[src/rtl/cfgl_pkg.sv]
package cfgl_pkg;
  localparam int unsigned CFG_DW   = 7;
  localparam int unsigned CFG_AW   = 3;
  localparam int unsigned NUM_CH   = 2;
  // bank offsets inside a channel group
  localparam int unsigned OFS_S0   = 0;
  localparam int unsigned OFS_S1   = 1;
  localparam int unsigned OFS_DYN  = 2;
  // field positions
  localparam int unsigned BIT_PLL  = 0;
  localparam int unsigned BIT_OE1  = 1;
  localparam int unsigned BIT_OE2  = 2;
  localparam int unsigned BIT_ROE1 = 0;
  localparam int unsigned BIT_ROE2 = 1;

  function automatic int unsigned ch_base(input int unsigned ch);
    return (ch == 0) ? 0 : 5;
  endfunction

  typedef struct packed {
    logic       pll_en;
    logic [1:0] drv;
    logic [1:0] rck;
  } ch_pwr_t;
endpackage

[src/rtl/cfgl_addr_dec.sv]
module cfgl_addr_dec #(
  parameter int unsigned ADDR_W = 3,
  localparam int unsigned NB    = 1 << ADDR_W
) (
  input  logic              wr_n,
  input  logic [ADDR_W-1:0] addr,
  output logic [NB-1:0]     bank_we
);
  always_comb begin
    bank_we = '0;
    for (int i = 0; i < NB; i++) begin
      if (!wr_n && (addr == ADDR_W'(i))) bank_we[i] = 1'b1;
    end
  end
endmodule

[src/rtl/cfgl_bank.sv]
module cfgl_bank #(
  parameter int unsigned      W   = 7,
  parameter logic [W-1:0]     RST = '0
) (
  input  logic         clk,
  input  logic         rst_n,
  input  logic         we,
  input  logic [W-1:0] d,
  output logic [W-1:0] q
);
  logic [W-1:0] q_q, q_nxt;

  always_comb begin
    q_nxt = q_q;
    if (we) q_nxt = d;
  end

  always_ff @(posedge clk or negedge rst_n) begin
    if (!rst_n) q_q <= RST;
    else        q_q <= q_nxt;
  end

  assign q = q_q;
endmodule

[src/rtl/cfgl_pwr_map.sv]
module cfgl_pwr_map
  import cfgl_pkg::*;
#(
  parameter int unsigned W = 7
) (
  input  logic [W-1:0] dyn_bank,
  input  logic [W-1:0] s1_bank,
  output ch_pwr_t      pwr,
  output logic         core_en,
  output logic         rclk_en,
  output logic         dser_en
);
  always_comb begin
    pwr.pll_en = dyn_bank[BIT_PLL];
    pwr.drv    = {dyn_bank[BIT_OE2], dyn_bank[BIT_OE1]};
    pwr.rck    = {s1_bank[BIT_ROE2], s1_bank[BIT_ROE1]};
    // logic powers down only when both serial drivers are off
    core_en    = |pwr.drv;
    // reclock turns off with both reclock drivers; deserializer follows PLL only
    rclk_en    = |pwr.rck;
    dser_en    = pwr.pll_en;
  end
endmodule

[src/rtl/cfgl_top.sv]
module cfgl_top
  import cfgl_pkg::*;
#(
  parameter int unsigned DATA_W = CFG_DW,
  parameter int unsigned ADDR_W = CFG_AW,
  parameter int unsigned N_CH   = NUM_CH,
  localparam int unsigned NB    = 1 << ADDR_W,
  parameter logic [NB*DATA_W-1:0] RST_VALS = '0
) (
  input  logic              clk,
  input  logic              rst_n,
  input  logic              wr_n,
  input  logic [ADDR_W-1:0] addr,
  input  logic [DATA_W-1:0] wdata,
  output logic [N_CH-1:0]   rx_pll_en,
  output logic [2*N_CH-1:0] tx_drv_en,
  output logic [2*N_CH-1:0] rck_drv_en,
  output logic [N_CH-1:0]   core_pwr_en,
  output logic [N_CH-1:0]   reclock_en,
  output logic [N_CH-1:0]   deser_en
);
  // reset: asserted asynchronously, released after two edges
  logic rst_meta_q, rst_sync_n;
  always_ff @(posedge clk or negedge rst_n) begin
    if (!rst_n) begin
      rst_meta_q <= 1'b0;
      rst_sync_n <= 1'b0;
    end else begin
      rst_meta_q <= 1'b1;
      rst_sync_n <= rst_meta_q;
    end
  end

  logic [NB-1:0]     bank_we;
  logic [DATA_W-1:0] bank_q [NB];

  cfgl_addr_dec #(.ADDR_W(ADDR_W)) dec_i (
    .wr_n    (wr_n),
    .addr    (addr),
    .bank_we (bank_we)
  );

  for (genvar b = 0; b < NB; b++) begin : g_bank
    cfgl_bank #(.W(DATA_W), .RST(RST_VALS[b*DATA_W +: DATA_W])) bank_i (
      .clk   (clk),
      .rst_n (rst_sync_n),
      .we    (bank_we[b]),
      .d     (wdata),
      .q     (bank_q[b])
    );
  end

  for (genvar c = 0; c < N_CH; c++) begin : g_ch
    localparam int unsigned BASE = ch_base(c);
    ch_pwr_t pwr;
    cfgl_pwr_map #(.W(DATA_W)) map_i (
      .dyn_bank (bank_q[BASE + OFS_DYN]),
      .s1_bank  (bank_q[BASE + OFS_S1]),
      .pwr      (pwr),
      .core_en  (core_pwr_en[c]),
      .rclk_en  (reclock_en[c]),
      .dser_en  (deser_en[c])
    );
    assign rx_pll_en[c]        = pwr.pll_en;
    assign tx_drv_en[2*c +: 2] = pwr.drv;
    assign rck_drv_en[2*c +: 2] = pwr.rck;
  end
endmodule

[config.mk]
export PLATFORM = sky130hd
export DESIGN_NAME = cfgl_top
export DESIGN_NICKNAME = d
export VERILOG_FILES = /design/src/rtl/cfgl_pkg.sv /design/src/rtl/cfgl_addr_dec.sv /design/src/rtl/cfgl_bank.sv /design/src/rtl/cfgl_pwr_map.sv /design/src/rtl/cfgl_top.sv
export SDC_FILE = /design/constraint.sdc
export NUM_CORES = 1
export LEC_CHECK = 0
export ABC_AREA = 1
export BUFFER_PORTS_ARGS = -buffer_cell sky130_fd_sc_hd__buf_2
export CAP_MARGIN = 25
export CORE_MARGIN = 5
export CORE_UTILIZATION = 41
export CTS_BUF_LIST = sky130_fd_sc_hd__clkbuf_4
export DETAILED_ROUTE_END_ITERATION = 10
export GPL_TIMING_DRIVEN = 0
export PLACE_DENSITY_LB_ADDON = 0.05
export SYNTH_ARGS = -nofsm -noshare
export SYNTH_HDL_FRONTEND = slang
export SYNTH_SLANG_ARGS = --single-unit
[constraint.sdc]
create_clock -name clk -period 0.9 [get_ports clk]
set_input_delay 0.18 -clock clk [delete_from_list [all_inputs] [get_ports clk]]
set_output_delay 0.18 -clock clk [all_outputs]
set_load 0.1 [all_outputs]
## Word-level counts from Yosys, hierarchy flattened

Cells that the tools add are included.
W data, S select, Z words.

- Add/subtract/negate cells: 0
- $mul: 0
- Div/mod/pow operators: 0
- Magnitude comparators: 0
- Eq/ne operators: 4
- Shifts and indexed selects: 0
- Multiplexer cells: 4
- Bitwise operators: 0
- Reductions and logical operators: 9

Operator list:

| operator | number |
|---|---|
| $reduce_or A2 Y1 | 4 |
| $eq A3 B3 Y1 const B | 2 |
| $logic_and A1 B1 Y1 | 4 |
| $mux W1 | 4 |
| $eq A3 B1 Y1 const B | 1 |
| $eq A3 B2 Y1 const B | 1 |
| $logic_not A1 Y1 | 1 |

- Register bits: 12
- Latch bits: 0
- Bits in writable memories: 0
- Memory bits (read-only): 0
- Input bits: 13
- Output and inout bits: 16
- Logic and storage cells: 23
- Memories kept: 0

## Depth between registers and ports, before layout

Gate-level depths: netlist of run 1.

- Word-level depth: 3
- Mapped depth: 5
- Mapped depth without buffers: 5

## Modules after synthesis

Synthesis of run 1 repeated with hierarchy kept, for this count alone.

- Cells, all modules: 165
- Area total of the unflattened synthesis: 1337.5 µm²

Modules (own cells, without submodules):

| module | times used | cells an instance | area an instance (µm²) | seq. area each (µm²) |
|---|---|---|---|---|
| cfgl_bank | 4 | 30 | 269.0 | 175.2 |
| cfgl_pwr_map | 2 | 12 | 67.6 | 0.0 |
| cfgl_addr_dec | 1 | 18 | 72.6 | 0.0 |
| cfgl_top | 1 | 3 | 53.8 | 50.0 |

## Least setup slack after synthesis of run 1

Ideal clock, no wire load.

- Path kind: flip-flop to output port
- Start: reg g_bank[2].bank_i.q_q[2]
- End: out core_pwr_en[0]
- Arrival: 1.418 ns
- Data required time: 0.720 ns
- Setup slack: -0.698 ns
- Cell stages (with the launch flop): 3
- Path buffers: 1
- Cell sequence: dfrtp_1 or2_2 buf_4

- Cells in the longest elaborated chain, start to end: 1

Ends and longest elaborated chain:

| item | RTL line | source |
|---|---|---|
| start, declared | cfgl_bank.sv:11 | `logic [W-1:0] q_q, q_nxt;` |
| start signal, assigned | cfgl_bank.sv:20 | `else q_q <= q_nxt;` |
| $reduce_or A2 Y1 | cfgl_pwr_map.sv:18 | `core_en = \|pwr.drv;` |
| end, declared | cfgl_top.sv:18 | `output logic [N_CH-1:0] core_pwr_en,` |

No other way between the ends.

## Final worst setup path of run 1

- Start: reg g_bank[7].bank_i.q_q[2]
- End: out core_pwr_en[1]

- Cells in the longest elaborated chain, start to end: 1

Ends and longest elaborated chain:

| item | RTL line |
|---|---|
| start, declared | cfgl_bank.sv:11 |
| start signal, assigned | cfgl_bank.sv:20 |
| $reduce_or A2 Y1 | cfgl_pwr_map.sv:18 |

No other way between the ends.

==> flow_metrics.tcl, run 1 <==
set metrics [dict create \
    run_status "complete, but fails checks" \
    violations "negative setup slack" \
    grt_antenna_before_repair 0 \
    grt_busiest_layer "met2" \
    sequentialPowerShare 0.214 \
    synth_area_leaders "dfrtp_1 (51%), nand2_1 (15%), buf_4 (10%)" \
    path_cells "or2_4 -> buf_12" \
    initial_utilization 0.441 \
    numCtsBuffers 3 \
    crit_slowest_cell "dfrtp_4" \
    cpPeakStageDelay_ns 0.48 \
    instances_no_fill 122 \
    synthSimpleGateAreaFrac 0.355 \
    diodes 0 \
    syn_area_per_cell_um2 8.65 \
    gr-usage-all-layers 0.198 \
    final_antenna_net_count 0 \
    grt_setup_unrepaired "true" \
    grt_pass1_vias 657 \
    root_buffer "clkbuf_4" \
    die_x_um 47.9 \
    syn_nets 81 \
    cts_tree "done" \
    max_freq_mhz 728 \
    yosysWarnings 0 \
    drt-total-wl_mm 1.88 \
    netlist_area_um2 588 \
    wl_per_cell_um 15.4 \
    drc 0 \
    drt_iter0_markers 13 \
    final_util 0.895 \
    synth_adder_area_share 0 \
    finalMaxSlewViolations 0 \
    vias 597 \
    critPathKind "flip-flop to output pin" \
    first_pass_iters 4 \
    core-area_um2 1330 \
    synth-compound-area-share 0 \
    arrival_ns 1.19 \
    vias_per_cell 4.89 \
    nNetsFinal 121 \
    yosysTopAreaCell "dfrtp_1" \
    synthXorXnorAreaFrac 0 \
    h-tree-depth 1 \
    critPathLaunchType "flip-flop" \
    cp_top_family "flip-flops" \
    crit_required_ns 0.72 \
    clock_skew_ns 0.00240 \
    io_buffers 24 \
    hold_viol_final 0 \
    rows 13 \
    dp_slack_ns -0.396 \
    place_hpwl_um 969 \
    p_per_area_nw_per_um2 2930 \
    synth_seq_area_share 0.511 \
    grt_pass1_wl_mm 2.99 \
    hold_slack_ns 0.171 \
    synth_top_family_by_area "simple AND/OR/NAND/NOR gates" \
    dp.cells 107 \
    setup_ws_ns -0.474 \
    drv.max_cap_violation_count 0 \
    synthMostInstantiatedCell "nand2_1" \
    clk_pin_slew_ns 0.08 \
    p_leak_nw 0.583 \
    grt_overflow 0 \
    io_pins 29 \
    cts.sinks 12 \
    grt_use_met2 0.393 \
    swShare 0.490 \
    worst_hold_path_type "flip-flop to asynchronous set/reset pin" \
    fin_crit_sh 1.53 \
    p_comb_frac 0.689 \
    die_area_um2 2290 \
    p_sw_mw 1.71 \
    setup-violations-final 20 \
    met1_usage 0.197 \
    globalplace.congestion 0.798 \
    setup.worst_path.end_class "output pin" \
    fin_total_pwr_mw 3.50 \
    area_growth_syn_to_layout_pct 103 \
    synth_edf_count 0 \
    period_minus_slack_ns 1.37 \
    ys_ff_latch 12 \
    cts_buffer_depth 2 \
    synthTopCellsByCount "nand2_1 (23), dfrtp_1 (12), nand3_1 (10)" \
    synth_mux_area_frac 0 \
    async_reset_ff_frac 1.00 \
    clkPwrFrac 0.097 \
    internal_power_mw 1.79 \
    grt_max_degree 11 \
    grt_util_met3 0.0414 \
    worstSkewPairLatency_ns 0.27 \
    critPathBufInv 1 \
    irDropWorstVdd_mv 2.04 \
    synth_top_area_share 0.511 \
    die_h_um 47.9 \
    drive_gt1_frac 0.654 \
    synth_flop_cell "dfrtp_1" \
    ys_types 11 \
    cp_max_fo 2 \
    synth_cells 68 \
]
repair_timing:
action | in CTS | in global routing
cloned | 0 | 0
buffers inserted | 14 | 4
pin swaps | 7 | 3
hold buffers | 1 | 0
endpoints found under the setup margin | 16 | 20
gates resized for setup | 80 | 8
endpoints found under the hold margin | 2 | 0
state kept, by name (all words and copies together) (netlist names):
register,cells
g_bank.bank_i.q,10
rst_sync_n,1
rst_meta_q,1
kinds of logic after synthesis:
family	after synthesis
buffers and inverters	12
other	1
flip-flops	12
AND/OR/NAND/NOR	43
worst reg2reg max path, cell delays in order, from the launching register on:
cell and delay (ns):
dfrtp_4 0.48, buf_4 0.14, buf_6 0.11, buf_6 0.11
nand2_2 0.04, nand2_1 0.05
placed cells by master, fill, tap and decap left out, drive strengths merged:
master	Yosys	final
buf	8	42
clkbuf	0	3
clkinv	0	1
conb	1	1
dfrtp	12	12
dlygate4sd3	0	1
inv	4	4
nand2	25	25
nand3	10	10
nor2	4	4
or2	4	4
stage by stage:
stage               area [um2]  TNS [ns]
floorplan                  678     -1.40
global placement           817     -2.84
finish                    1190     -5.91
detailed placement         817     -2.93
global route              1190     -6.57
CTS                       1160     -5.41
power by group through the flow:
stage / Combinational [mW] / Sequential (mW) / Clock (mW)
floorplan: 1.01 / 1.25 / 0
global placement: 1.69 / 0.750 / 0
detailed placement: 1.70 / 0.756 / 0
CTS: 2.33 / 0.742 / 0.348
global route: 2.48 / 0.762 / 0.383
finish: 2.41 / 0.750 / 0.340
layer usage:
metal | share of wire | routed length (um)
met2 | 0.58 | 1080
met4 | 0.016 | 30
met5 | 0 | 0
met1 | 0.37 | 696
met3 | 0.035 | 66
worst paths after layout:
path                                       start                    end  slack (ns)  depth (start not counted)
setup / recovery           g_bank[7].bank_i.q[2]         core_pwr_en[1]       -0.47                          2
hold reg to reg                       rst_sync_n  g_bank[1].bank_i.q[0]        0.17                          0
min in group clk                        wdata[2]  g_bank[7].bank_i.q[2]        0.19                          3
max in group asynchronous             rst_sync_n  g_bank[6].bank_i.q[1]        0.40                          0
hold / removal                        rst_sync_n  g_bank[1].bank_i.q[0]        0.17                          0
setup reg to reg           g_bank[2].bank_i.q[1]  g_bank[2].bank_i.q[1]       -0.14                          5
final cells by class:
class                           count  area [um2]
Clock buffer                        3        22.5
Tap cell                           15        18.8
Buffer                              2        22.5
Fill cell                          58         140
Clock inverter                      1        3.75
Multi-Input combinational cell     44         238
Timing Repair Buffer               41         543
Inverter                            4        15.0
Sequential cell                    12         330
No activity file was read; power rests on OpenSTA's default activity.
==> run 2, diff against run 1 <==
--- a/config.mk
+++ b/config.mk
@@ -5,11 +5,13 @@
 export SDC_FILE = /design/constraint.sdc
 export NUM_CORES = 1
 export LEC_CHECK = 0
-export ABC_AREA = 1
+export ABC_CLOCK_PERIOD_IN_PS = 900
 export BUFFER_PORTS_ARGS = -buffer_cell sky130_fd_sc_hd__buf_2
 export CAP_MARGIN = 25
+export CELL_PAD_IN_SITES_DETAIL_PLACEMENT = 1
+export CELL_PAD_IN_SITES_GLOBAL_PLACEMENT = 1
 export CORE_MARGIN = 5
-export CORE_UTILIZATION = 41
+export CORE_UTILIZATION = 31
 export CTS_BUF_LIST = sky130_fd_sc_hd__clkbuf_4
 export DETAILED_ROUTE_END_ITERATION = 10
 export GPL_TIMING_DRIVEN = 0
==> run 2 against run 1 <==
Effect of this change: the run still ends with negative setup slack left; non-clock buffer count down 2; die area up 21%; largest power group unchanged; largest cell class unchanged; critical path type unchanged; utilization down 22 points.
==> flow_metrics.tcl, run 2 <==
set metrics [dict create \
    run_status "complete, but fails checks" \
    violations "negative setup slack" \
    grt_pass1_wl_mm 2.46 \
    gr-usage-all-layers 0.124 \
    ys_types 10 \
    worst_hold_path_type "flip-flop to asynchronous set/reset pin" \
    stdcell_area_um2 1170 \
    globalplace.congestion 0.655 \
    clk_pin_slew_ns 0.07 \
    synth_edf_count 0 \
    synth_seq_area_share 0.535 \
    rrSetupSlack_ns -0.19 \
    nNetsFinal 90 \
    synth_cells 39 \
    crit_slowest_cell "dfrtp_4" \
    cts_buffer_depth 2 \
    drive_gt1_frac 0.868 \
    wl_per_cell_um 14.4 \
    root_buffer "clkbuf_4" \
    critPathBufInv 1 \
    first_pass_iters 2 \
    final_antenna_net_count 0 \
    p_leak_nw 0.531 \
    layout_commonest_cell "buf_12" \
    max_freq_mhz 737 \
    placed_area_um2 815 \
    initial_utilization 0.325 \
    vias_per_cell 4.32 \
    diodes 0 \
    drt_iter0_markers 2 \
    irDropWorstVdd_mv 1.68 \
    cts.sinks 12 \
    critPathLaunchType "flip-flop" \
    yosysTopAreaCell "dfrtp_1" \
    drc 0 \
    finalMaxSlewViolations 0 \
    crit_required_ns 0.72 \
    tns_ns -6.53 \
    synthTopCellsByCount "dfrtp_1 (12), buf_4 (8), mux2_1 (8)" \
    reg2reg_to "g_bank[2].bank_i.q[1]" \
    critPathKind "flip-flop to output pin" \
    vias 436 \
    grt_overflow 0 \
    syn_area_per_cell_um2 14.4 \
    cpPeakStageDelay_ns 0.48 \
    cts_tree "done" \
    crit-reg2reg-launch "g_bank[2].bank_i.q[1]" \
    worstSkewPairLatency_ns 0.26 \
    synthMostInstantiatedCell "dfrtp_1" \
    ys_ff_latch 12 \
    io_buffers 24 \
    arrival_ns 1.18 \
    area_growth_syn_to_layout_pct 108 \
    setup_ws_ns -0.458 \
    drt-total-wl_mm 1.46 \
    clock_skew_ns 0.00125 \
    place_hpwl_um 930 \
    fin_crit_sh 1.51 \
    rows 15 \
    setup.worst_path.end_class "output pin" \
    drv.max_cap_violation_count 0 \
    die_x_um 52.6 \
    grt_setup_unrepaired "true" \
    synth_area_leaders "dfrtp_1 (53%), mux2_1 (16%), buf_4 (11%)" \
    largest_reg_flops 10 \
    grt_max_degree 11 \
    synth_top_area_share 0.535 \
    netlist_area_um2 562 \
    p_per_area_nw_per_um2 3210 \
    die_h_um 52.6 \
    syn_nets 52 \
    numCtsBuffers 3 \
    yosysWarnings 0 \
    final_cell_mix "buf_12 (16), buf_6 (14), dfrtp_4 (8), buf_2 (8), mux2_4 (7)" \
    core-area_um2 1730 \
    cp_top_family "flip-flops" \
    fin_total_pwr_mw 3.75 \
    setup-violations-final 25 \
    h-tree-depth 1 \
    synth_flop_cell "dfrtp_1" \
    cp_max_fo 2 \
    async_reset_ff_frac 1.00 \
    grt_pass1_vias 517 \
    reg2regPathDepth 3 \
    grt_antenna_before_repair 0 \
    die_area_um2 2760 \
    period_minus_slack_ns 1.36 \
    path_cells "or2_4 -> buf_12" \
    hold_viol_final 0 \
    io_pins 29 \
]
run 2: changes by cell type after synthesis, moves of 3 or more:
cell     delta
nand2_1    -23
nand3_1    -10
mux2_1      +8
inv_1       -3
run 2: final cells by class:
type / count / area, um2
Sequential cell: 12 / 330
Clock buffer: 3 / 22.5
Fill cell: 172 / 558
Tap cell: 25 / 31.3
Buffer: 4 / 45.0
Clock inverter: 1 / 3.75
Timing Repair Buffer: 37 / 498
Multi-Input combinational cell: 19 / 238
run 2: cells by family (layout without fill, tap and decap cells):
group / count (synthesis) / after routing / synth area share
buffers and inverters: 8 / 45 / 0.107
DFF: 12 / 12 / 0.535
muxes: 10 / 10 / 0.200
other: 1 / 1 / 0.00668
and+or+nand+nor: 8 / 8 / 0.151
run 2: power breakdown:
group	total (mW)	switching (mW)	internal, mW
Clock	0.320	0.160	0.160
Sequential	0.785	0.0909	0.694
Combinational	2.65	1.55	1.10
Total	3.75	1.80	1.96
run 2: routing by layer:
layer | GRT usage | vias to the layer above | part of all wire
met5 | 0 | - | 0
met4 | 0.0383 | 0 | 0
met3 | 0.0484 | 0 | 0.049
met2 | 0.217 | 11 | 0.56
met1 | 0.137 | 224 | 0.39
li1 | - | 201 | -
run 2: stage by stage:
stage | std cells | worst slack (ns) | utilization | hold WS (ns)
final | 101 | -0.458 | 0.677 | 0.166
after global routing | 101 | -0.499 | 0.677 | 0.155
after CTS | 98 | -0.465 | 0.655 | 0.161
after detailed placement | 88 | -0.397 | 0.472 | -0.0328
after global placement | 88 | -0.394 | 0.472 | -0.0358
after floorplan | 39 | -0.349 | - | -0.116
run 2: worst max-delay path by stage:
stage          slack [ns]                   from  cells after the start        endpoint
6_report            -0.46  g_bank[6].bank_i.q[0]                      2   reclock_en[1]
5_1_grt             -0.50  g_bank[1].bank_i.q[0]                      2   reclock_en[0]
4_1_cts             -0.46  g_bank[1].bank_i.q[1]                      2   reclock_en[0]
3_5_place_dp        -0.40  g_bank[6].bank_i.q[0]                      3   reclock_en[1]
3_3_place_gp        -0.39  g_bank[1].bank_i.q[0]                      3   reclock_en[0]
2_1_floorplan       -0.35  g_bank[7].bank_i.q[1]                      2  core_pwr_en[1]
run 2: repair_timing:
action,CTS,global route
endpoints found under the hold margin,2,0
gates resized for setup,78,8
setup buffers,9,7
cloned,0,0
pin swaps,4,5
endpoints found under the setup margin,16,25
hold buffers,1,0
==> run 3, diff against run 2 <==
--- a/config.mk
+++ b/config.mk
@@ -5,13 +5,13 @@
 export SDC_FILE = /design/constraint.sdc
 export NUM_CORES = 1
 export LEC_CHECK = 0
-export ABC_CLOCK_PERIOD_IN_PS = 900
+export ABC_CLOCK_PERIOD_IN_PS = 1300
 export BUFFER_PORTS_ARGS = -buffer_cell sky130_fd_sc_hd__buf_2
 export CAP_MARGIN = 25
 export CELL_PAD_IN_SITES_DETAIL_PLACEMENT = 1
 export CELL_PAD_IN_SITES_GLOBAL_PLACEMENT = 1
 export CORE_MARGIN = 5
-export CORE_UTILIZATION = 31
+export CORE_UTILIZATION = 34
 export CTS_BUF_LIST = sky130_fd_sc_hd__clkbuf_4
 export DETAILED_ROUTE_END_ITERATION = 10
 export GPL_TIMING_DRIVEN = 0
==> constraint.sdc (replaced) <==
create_clock -name clk -period 1.3 [get_ports clk]
set_input_delay 0.26 -clock clk [delete_from_list [all_inputs] [get_ports clk]]
set_output_delay 0.26 -clock clk [all_outputs]
set_load 0.1 [all_outputs]
==> run 3 against run 2 <==
Effect of this change: the flow still finishes with violations (negative setup slack); critical path depth did not move; power is 34% lower; via count shrank 4.8%; clock skew up 0.0072 ns; sequential power fell by 31%; critical path type unchanged; highest routed layer is now met4.
==> flow_metrics.tcl, run 3 (synthesis results as in run 2) <==
set metrics [dict create \
    cp_max_fo 2 \
    cts_buffer_depth 2 \
    cts.sinks 12 \
    grt_pass1_wl_mm 2.28 \
    grt_antenna_before_repair 0 \
    drive_gt1_frac 0.773 \
    setup_ws_ns -0.153 \
    cpPeakStageDelay_ns 0.48 \
    dp_slack_ns -0.0805 \
    crit-reg2reg-launch "g_bank[6].bank_i.q[0]" \
    root_buffer "clkbuf_4" \
    crit_required_ns 1.04 \
    grt_max_degree 11 \
    p_leak_nw 0.489 \
    place_hpwl_um 954 \
    globalplace.congestion 0.626 \
    arrival_ns 1.19 \
    drc 0 \
    finalMaxSlewViolations 0 \
    drt_iter0_markers 2 \
    layout_commonest_cell "buf_12" \
    fin_total_pwr_mw 2.49 \
    grt_setup_unrepaired "true" \
    drt-total-wl_mm 1.39 \
    numCtsBuffers 3 \
    vias 415 \
    rrSetupSlack_ns 0.09 \
    vias_per_cell 4.56 \
    critPathBufInv 1 \
    crit_slowest_cell "dfrtp_4" \
    critPathKind "flip-flop to output pin" \
    area_growth_syn_to_layout_pct 92.4 \
    max_freq_mhz 688 \
    setup.worst_path.end_class "output pin" \
    cp_num_cells 2 \
    crit_path_end "reclock_en[1]" \
    die_area_um2 2570 \
    die_x_um 50.7 \
    nNetsFinal 89 \
    cp-startpoint "g_bank[6].bank_i.q[0]" \
    clock_skew_ns 0.00843 \
    first_pass_iters 3 \
    core-area_um2 1540 \
    cp_top_family "flip-flops" \
    cts_tree "done" \
    period_minus_slack_ns 1.45 \
    initial_utilization 0.364 \
    largest_reg_flops 10 \
    grt_overflow 0 \
    irDropWorstVdd_mv 1.19 \
    die_h_um 50.7 \
    io_pins 29 \
    grt_pass1_vias 454 \
    clk_pin_slew_ns 0.08 \
    worst_hold_path_type "flip-flop to asynchronous set/reset pin" \
    final_antenna_net_count 0 \
    drv.max_cap_violation_count 0 \
    run_status "complete, but fails checks" \
    reg2regPathDepth 4 \
    io_buffers 24 \
    wl_per_cell_um 15.3 \
    critPathLaunchType "flip-flop" \
    path_cells "or2_4 -> buf_12" \
    h-tree-depth 1 \
    final_cell_mix "buf_12 (12), buf_6 (10), mux2_1 (8), dfrtp_4 (8), buf_2 (8)" \
    rows 14 \
    setup-violations-final 10 \
    violations "negative setup slack" \
    fin_crit_sh 1.12 \
    hold_viol_final 0 \
    reg2reg_to "g_bank[6].bank_i.q[0]" \
    tns_ns -0.724 \
    worstSkewPairLatency_ns 0.28 \
    gr-usage-all-layers 0.122 \
    p_per_area_nw_per_um2 2300 \
    diodes 0 \
]
-- run 3: area by class of cell --
class,instances,area (um2)
Tap cell,16,20.0
Sequential cell,12,330
Timing Repair Buffer,36,463
Multi-Input combinational cell,19,211
Fill cell,138,460
Buffer,4,30.0
Clock inverter,1,3.75
Clock buffer,3,22.5
-- run 3: routing by layer --
metal,wire [um],global-route usage,up-vias,share of wire
met1,560,0.157,193,0.40
met3,107,0.0385,2,0.077
li1,-,-,201,-
met2,711,0.188,19,0.51
met5,0,0,-,0
met4,14,0.0511,0,0.010
-- run 3: power breakdown --
group | leakage (nW) | switching [mW] | internal [mW]
logic | 0.338 | 1.05 | 0.659
registers | 0.135 | 0.0609 | 0.480
clock network | 0.0154 | 0.131 | 0.111
total | 0.489 | 1.24 | 1.25
-- run 3: worst min-delay path by stage --
stage | start | endpoint | slack [ns] | cells after the start
floorplan | rst_n | rst_meta_q | -0.04 | 0
global placement | rst_n | rst_sync_n | 0.04 | 1
detailed placement | rst_n | rst_sync_n | 0.05 | 1
CTS | rst_sync_n | g_bank[1].bank_i.q[0] | 0.18 | 0
global route | rst_sync_n | g_bank[6].bank_i.q[1] | 0.20 | 0
finish | rst_sync_n | g_bank[2].bank_i.q[0] | 0.16 | 0
-- run 3: repair_timing --
item	CTS	global route
hold buffers	1	0
setup buffers	7	4
pin swaps	4	2
endpoints found under the setup margin	16	15
endpoints found under the hold margin	2	0
gates resized for setup	58	10
-- run 3: per-stage QoR --
| stage | hold WS, ns | cell area [um2] | utilization | cells |
|---|---|---|---|---|
| after floorplan | -0.0356 | 652 | - | 39 |
| after global placement | 0.0449 | 792 | 0.514 | 79 |
| after detailed placement | 0.0477 | 792 | 0.514 | 79 |
| after CTS | 0.182 | 1010 | 0.657 | 87 |
| after global routing | 0.200 | 1080 | 0.701 | 91 |
| final | 0.162 | 1080 | 0.701 | 91 |
